<file path="config.mk">
export PLATFORM = sky130hd
export DESIGN_NAME = lar_rate_calc
export DESIGN_NICKNAME = d
export VERILOG_FILES = /design/src/rtl/lar_pkg.sv /design/src/rtl/lar_grp_reduce.sv /design/src/rtl/lar_div.sv /design/src/rtl/lar_rate_calc.sv
export SDC_FILE = /design/constraint.sdc
export NUM_CORES = 1
export LEC_CHECK = 0
export BUFFER_PORTS_ARGS = -buffer_cell sky130_fd_sc_hd__buf_4
export CAP_MARGIN = 30
export CORE_ASPECT_RATIO = 1.2
export CORE_MARGIN = 4
export CORE_UTILIZATION = 55
export CTS_CLUSTER_SIZE = 16
export DETAILED_ROUTE_END_ITERATION = 7
export PLACE_DENSITY = 0.75
export SLEW_MARGIN = 40
export SYNTH_ARGS = -nofsm -noshare
export SYNTH_HDL_FRONTEND = slang
export SYNTH_SLANG_ARGS = --single-unit
</file>
<file path="constraint.sdc">
create_clock -name clk -period 14.6 [get_ports clk]
set_clock_uncertainty 0.05 [all_clocks]
set_input_delay 4.38 -clock clk [delete_from_list [all_inputs] [get_ports clk]]
set_output_delay 4.38 -clock clk [all_outputs]
set_load 0.1 [all_outputs]
</file>
<file path="src/rtl/lar_pkg.sv">
// Package: shared constants and state type for the arbiter rate calculator.
// Assumes rates are 8-bit unsigned credit values.
package lar_pkg;
    localparam int RATE_MUL      = 281;
    localparam int RATE_MAX      = 255;
    localparam int BYTES_SHIFT   = 4;    // 16 bytes per base clock
    localparam int GRANT_UNIT_SH = 8;    // 256 per MHz
    localparam int GRANT_MAX     = 511;
    localparam int GRANT_W       = 9;

    typedef enum logic {
        LAR_IDLE = 1'b0,
        LAR_RUN  = 1'b1
    } lar_state_e;
endpackage

</file>
<file path="src/rtl/lar_grp_reduce.sv">
// Module: reduces one window group to its effective bandwidth, equal to
// the count of non-zero windows times the largest window bandwidth.
// Assumes unsigned bandwidths; purely combinational.
module lar_grp_reduce #(
    parameter int WIN   = 3,
    parameter int BW_W  = 12,
    localparam int CNT_W = $clog2(WIN + 1),
    localparam int EFF_W = BW_W + CNT_W
) (
    input  logic [WIN-1:0][BW_W-1:0] bw_i,
    output logic [EFF_W-1:0]         eff_o
);
    logic [CNT_W-1:0] act_cnt;
    logic [BW_W-1:0]  peak_bw;

    // Count active windows and track the peak bandwidth.
    always_comb begin
        act_cnt = '0;
        peak_bw = '0;
        for (int i = 0; i < WIN; i++) begin
            if (bw_i[i] != '0) act_cnt = act_cnt + 1'b1;
            if (bw_i[i] > peak_bw) peak_bw = bw_i[i];
        end
        eff_o = EFF_W'(act_cnt) * EFF_W'(peak_bw);
    end
endmodule

</file>
<file path="src/rtl/lar_div.sv">
// Module: restoring shift-subtract divider, one quotient bit per clock.
// A load starts a division that takes NUM_W steps; fin_o pulses for one
// cycle with the quotient valid. Assumes load only while not running.
// A zero divisor yields an all-ones quotient.
module lar_div #(
    parameter int NUM_W = 23,
    parameter int DEN_W = 20,
    localparam int CNT_W = $clog2(NUM_W)
) (
    input  logic             clk,
    input  logic             rst_n,
    input  logic             load_i,
    input  logic [NUM_W-1:0] num_i,
    input  logic [DEN_W-1:0] den_i,
    output logic [NUM_W-1:0] quo_o,
    output logic             fin_o
);
    logic             run_q;
    logic [CNT_W-1:0] step_q;
    logic [DEN_W-1:0] rem_q;
    logic [DEN_W-1:0] den_q;
    logic [NUM_W-1:0] shq_q;
    logic [DEN_W:0]   trial;
    logic             take;

    // Trial subtraction for the current quotient bit.
    always_comb begin
        trial = {rem_q, shq_q[NUM_W-1]};
        take  = trial >= {1'b0, den_q};
    end

    // Step the partial remainder and shift the quotient in.
    always_ff @(posedge clk) begin
        if (!rst_n) begin
            run_q  <= 1'b0;
            fin_o  <= 1'b0;
            step_q <= '0;
            rem_q  <= '0;
            den_q  <= '0;
            shq_q  <= '0;
        end else if (load_i) begin
            run_q  <= 1'b1;
            fin_o  <= 1'b0;
            step_q <= '0;
            rem_q  <= '0;
            den_q  <= den_i;
            shq_q  <= num_i;
        end else if (run_q) begin
            rem_q  <= take ? DEN_W'(trial - {1'b0, den_q}) : DEN_W'(trial);
            shq_q  <= {shq_q[NUM_W-2:0], take};
            step_q <= step_q + 1'b1;
            if (step_q == CNT_W'(NUM_W - 1)) begin
                run_q <= 1'b0;
                fin_o <= 1'b1;
            end
        end else begin
            fin_o <= 1'b0;
        end
    end

    assign quo_o = shq_q;

    // a finished division leaves a remainder below a non-zero divisor.
    a_r3_rem_bound: assert property (@(posedge clk) disable iff (!rst_n)
        (fin_o && den_q != '0) |-> (rem_q < den_q));

    // the divisor is not disturbed while a division runs.
    a_r8_den_hold: assert property (@(posedge clk) disable iff (!rst_n)
        run_q |=> $stable(den_q));
endmodule

</file>
<file path="src/rtl/lar_rate_calc.sv">
// Module: top of the arbiter rate calculator. Captures inputs on an
// accepted start, runs one divider per display group in parallel, clips
// the rates, forms the halved parent-ring sum and the grant value, and
// registers everything with a one-cycle done pulse.
// Assumes start is ignored while busy.
module lar_rate_calc
    import lar_pkg::*;
#(
    parameter int GROUPS = 2,
    parameter int WIN    = 3,
    parameter int BW_W   = 12,
    parameter int MHZ_W  = 16,
    parameter int RATE_W = 8,
    localparam int SUM_W  = RATE_W + $clog2(GROUPS + 2),
    localparam int RING_W = SUM_W - 1
) (
    input  logic                              clk,
    input  logic                              rst_n,
    input  logic                              start_i,
    input  logic [GROUPS*WIN-1:0][BW_W-1:0]   win_bw_i,
    input  logic [MHZ_W-1:0]                  base_mhz_i,
    input  logic [RATE_W-1:0]                 cam_rate_i,
    input  logic [RATE_W-1:0]                 ring2_rate_i,
    input  logic [MHZ_W-1:0]                  mem_mhz_i,
    input  logic                              same_freq_i,
    output logic                              busy_o,
    output logic                              done_o,
    output logic [GROUPS-1:0][RATE_W-1:0]     grp_rate_o,
    output logic [RING_W-1:0]                 ring_rate_o,
    output logic [GRANT_W-1:0]                grant_dec_o
);
    localparam int CNT_W   = $clog2(WIN + 1);
    localparam int EFF_W   = BW_W + CNT_W;
    localparam int MUL_W   = $clog2(RATE_MUL + 1);
    localparam int NUM_W   = EFF_W + MUL_W;
    localparam int DEN_W   = MHZ_W + BYTES_SHIFT;
    localparam int GFULL_W = MHZ_W + GRANT_UNIT_SH + 1;

    lar_state_e                  state_q;
    logic                        launch;
    logic [DEN_W-1:0]            den_w;
    logic [GROUPS-1:0]           fin_w;
    logic [GROUPS-1:0][RATE_W-1:0] sat_w;
    logic [RATE_W-1:0]           cam_q;
    logic [RATE_W-1:0]           r2_q;
    logic [MHZ_W-1:0]            mem_q;
    logic                        same_q;
    logic [SUM_W-1:0]            ring_sum;
    logic [GFULL_W-1:0]          grant_full;
    logic [GRANT_W-1:0]          grant_w;

    assign launch = start_i && (state_q == LAR_IDLE);
    assign den_w  = {base_mhz_i, BYTES_SHIFT'(0)};
    assign busy_o = (state_q == LAR_RUN);

    // One reducer, divider and clip per display group.
    for (genvar g = 0; g < GROUPS; g++) begin : g_grp
        logic [EFF_W-1:0] eff;
        logic [NUM_W-1:0] num;
        logic [NUM_W-1:0] quo;

        lar_grp_reduce #(.WIN(WIN), .BW_W(BW_W)) u_red (
            .bw_i  (win_bw_i[g*WIN +: WIN]),
            .eff_o (eff)
        );

        assign num = NUM_W'(eff) * NUM_W'(RATE_MUL);

        lar_div #(.NUM_W(NUM_W), .DEN_W(DEN_W)) u_div (
            .clk    (clk),
            .rst_n  (rst_n),
            .load_i (launch),
            .num_i  (num),
            .den_i  (den_w),
            .quo_o  (quo),
            .fin_o  (fin_w[g])
        );

        assign sat_w[g] = (quo > NUM_W'(RATE_MAX)) ? RATE_W'(RATE_MAX)
                                                   : RATE_W'(quo);
    end

    // Sum all ring contributors for the parent ring rate.
    always_comb begin
        ring_sum = SUM_W'(cam_q) + SUM_W'(r2_q);
        for (int g = 0; g < GROUPS; g++) ring_sum = ring_sum + SUM_W'(sat_w[g]);
    end

    // Grant decrement from the captured memory clock, clipped.
    always_comb begin
        grant_full = GFULL_W'({mem_q, GRANT_UNIT_SH'(0)}) << same_q;
        grant_w    = (grant_full > GFULL_W'(GRANT_MAX)) ? GRANT_W'(GRANT_MAX)
                                                        : GRANT_W'(grant_full);
    end

    // Control, input capture and output registers.
    always_ff @(posedge clk) begin
        if (!rst_n) begin
            state_q     <= LAR_IDLE;
            done_o      <= 1'b0;
            cam_q       <= '0;
            r2_q        <= '0;
            mem_q       <= '0;
            same_q      <= 1'b0;
            grp_rate_o  <= '0;
            ring_rate_o <= '0;
            grant_dec_o <= '0;
        end else begin
            done_o <= 1'b0;
            if (launch) begin
                state_q <= LAR_RUN;
                cam_q   <= cam_rate_i;
                r2_q    <= ring2_rate_i;
                mem_q   <= mem_mhz_i;
                same_q  <= same_freq_i;
            end else if (state_q == LAR_RUN && (&fin_w)) begin
                state_q     <= LAR_IDLE;
                done_o      <= 1'b1;
                grp_rate_o  <= sat_w;
                ring_rate_o <= RING_W'(ring_sum >> 1);
                grant_dec_o <= grant_w;
            end
        end
    end

    // done lasts a single cycle.
    a_r7_done_pulse: assert property (@(posedge clk) disable iff (!rst_n)
        done_o |=> !done_o);

    // done only ends a run that was busy.
    a_r7_done_after_busy: assert property (@(posedge clk) disable iff (!rst_n)
        done_o |-> (!busy_o && $past(busy_o)));

    // outputs hold outside done.
    a_r9_hold: assert property (@(posedge clk) disable iff (!rst_n)
        !done_o |-> ($stable(grp_rate_o) && $stable(ring_rate_o) && $stable(grant_dec_o)));

    // a start while busy neither ends nor restarts the run.
    a_r8_busy_start: assert property (@(posedge clk) disable iff (!rst_n)
        (busy_o && start_i && !(&fin_w)) |=> busy_o);
endmodule

</file>
==> flow_metrics.env <==
export IMPL_start_util_pct=55.9
export IMPL_grt_pass1_wl_mm=62.0
export IMPL_post_route_period_util_pct=89.9
export IMPL_synth_top_area_share_pct=22.0
export IMPL_first_global_vias=13500
export IMPL_grt_max_degree=107
export IMPL_ant_nets=0
export IMPL_drc_errors=0
export IMPL_tritoncts="done"
export IMPL_drt_wl_total_mm=37.2
export IMPL_gp_congestion=0.917
export IMPL_postCtsSetupRepairBufs=0
export IMPL_antenna_found_initial=0
export IMPL_synth_edf_count=0
export IMPL_dpl_cell_count=2430
export IMPL_timing_hold_ws_ps=414
export IMPL_synth_seq_area_share_pct=22.0
export IMPL_rows=68
export IMPL_coreArea_um2=28900
export IMPL_synth_commonest_cells="242 x ha_1, 198 x nand2_1, 182 x inv_1, 182 x nor2_1, 178 x dfxtp_1"
export IMPL_synth_async_sr_flop_share_pct=0
export IMPL_vias=13800
export IMPL_n_fill_cell=2564
export IMPL_drt_pass1_iterations=5
export IMPL_cts_hold_fix_buffers=0
export IMPL_cts_made_buffers=17
export IMPL_max_slew_worst_pin_slew_ps=814
export IMPL_syn_num_nets=2378
export IMPL_clock_latency_ps=420
export IMPL_setup_viol=0
export IMPL_critPathSlowestCell="a211oi_4"
export IMPL_cts_root_buf="clkbuf_16"
export IMPL_synth_area_um2=16200
export IMPL_ys_top_cells_by_area="dfxtp_1 22%, ha_1 19%, fa_1 7.2%"
export IMPL_path_class="primary input to flip-flop"
export IMPL_post_drt_wl_per_cell_um=15.1
export IMPL_multi_input_area_um2=11600
export IMPL_port_buffers=159
export IMPL_max_freq_mhz=76.2
export IMPL_ys_flop_type="dfxtp_1"
export IMPL_hold_violations=0
export IMPL_hp_class="flip-flop to flip-flop"
export IMPL_required_ps=14870
export IMPL_path_clk_slew_ps=60
export IMPL_die_x_um=165
export IMPL_overflow=0
export IMPL_syn_avg_cell_area_um2=8.28
export IMPL_start_kind="primary input"
export IMPL_viasPerCell=5.59
export IMPL_status="complete, no violations"
export IMPL_path_delay_family="compound AO/OA/AOI/OAI gates"
export IMPL_cpMostUsedCell="a21oi_1"
export IMPL_ys_types=70
export IMPL_synth_most_common_cell="ha_1"
export IMPL_dpl_hpwl_mm=29.3
export IMPL_worstReg2RegStart="g_grp[0].u_div.quo_o[18]"
export IMPL_final_nets=2489
export IMPL_ys_ff_latch=178
export IMPL_min_from="g_grp[0].u_div.den_q[16]"
export IMPL_syn2layout_area_growth_pct=13.0
export IMPL_grtUsageTotal_pct=22.7
export IMPL_yosys_warnings=0
export IMPL_drt_initial_drc_count=680
export IMPL_worst_setup_path_end_kind="flip-flop"
export IMPL_die_h_um=196
export IMPL_cp_startpoint="win_bw_i[11]"
export IMPL_rsz0062_at_grt="false"
export IMPL_regArea_um2=3570
export IMPL_numClockSinks=178
export IMPL_cts_resized=0
export IMPL_arrival_ps=13380
export IMPL_instances_no_fill=2462
export IMPL_path_buf_inv=7
export IMPL_drive_above_1_share_pct=13.2
export IMPL_max_stage_delay_ps=550
export IMPL_yosysTopAreaCell="dfxtp_1"
export IMPL_cts_path_max_buffers=2
export IMPL_htreeDepth=4
export IMPL_ioPinCount=160
export IMPL_syn_inst=1954
export IMPL_diodes=0
export IMPL_slew_viol_final=0
export IMPL_die_area_um2=32200
export IMPL_max_cap_viol_count=0
export IMPL_worst_path_max_fanout=13
export IMPL_maxSlewHeadroom_pct=45.8
export IMPL_fin_crit_ps=13120
export IMPL_fin_tns_setup_ps=0
[state kept, by name (all words and copies together), names as in the netlist, 2 cells and up]
register / count
g_grp.u_div.quo_o: 46
g_grp.u_div.rem_q: 40
g_grp.u_div.den_q: 16
grp_rate_o: 16
mem_q: 16
g_grp.u_div.step_q: 10
ring_rate_o: 9
cam_q: 8
r2_q: 8
g_grp.u_div.fin_o: 2
g_grp.u_div.run_q: 2
grant_dec_o: 2
[cells in the final DEF (no fill, tap or decap), types with 13 or more instances in the layout]
cell,n
ha_1,242
xor2_1,25
or2_2,21
o21ai_0,68
inv_1,182
a21boi_0,53
xnor2_1,54
mux2_2,21
nand2_1,197
o211ai_1,13
buf_4,173
dfxtp_1,176
fa_1,58
nor3_1,31
nor2_1,182
nand3_1,25
nor4_1,29
o21a_1,14
clkbuf_16,17
a211oi_1,17
a21o_1,32
nor2b_1,28
nand4_1,25
mux2i_1,69
nor3b_1,15
o211a_1,28
a21oi_1,138
[worst register-to-register path, cell delays in order, from the launching register on]
cell	delay, ps
dfxtp_1	320
nor3_1	320
nand4_1	330
or2_2	450
fa_1	520
inv_1	50
fa_1	430
inv_1	70
ha_1	160
inv_1	60
fa_1	390
nor2b_1	120
o21ai_0	100
a21boi_0	260
o21a_1	160
nor2_1	50
xnor2_1	130
nand2_1	70
a21boi_0	160
[final cells by class]
cell class              instances  area share, %
well taps                     385           2.63
flip-flops and latches        178           19.5
inverters                     182           3.74
clock buffers                  19           2.48
multi-input cells            1510           63.6
repair buffers                176           7.29
clock inverters                12          0.794
[through the flow]
step                      setup WS (ps)  area, um^2  utilization (%)
after CTS                          1430       18300             63.1
after detailed placement            990       17700             61.0
after floorplan                    1940       16200                -
after global placement             1160       17600             61.0
final                              1480       18300             63.2
after global routing                850       18300             63.2
[worst paths after layout]
kind	to	slack, ps	depth (start not counted)
max reg2reg	ring_rate_o[6]	10320	18
max	g_grp[0].u_div.quo_o[21]	1480	42
min reg2reg	g_grp[0].u_div.den_q[16]	410	2
min	g_grp[0].u_div.den_q[16]	410	2
[cell families (layout without fill, tap and decap cells)]
logic type | after synthesis | in the layout | share of synthesized area (%)
adder cells (fa/ha/maj) | 300 | 300 | 25.9
AND/OR/NAND/NOR | 610 | 610 | 17.5
XOR/XNOR | 80 | 80 | 4.33
buffers and inverters | 266 | 389 | 6.39
multiplexers | 90 | 90 | 5.73
flip-flops | 178 | 178 | 22.0
AO/OA/AOI/OAI | 430 | 430 | 18.1
[routing by layer]
metal	track usage, %	share of wire [%]
met5	0	0
met4	6.50	2.1
met3	2.12	3.4
met2	42.0	51
met1	27.7	44
Power is left out: the tool's default activity adds up to more than one toggle a clock period on the data nets, which glitch-free logic cannot reach.
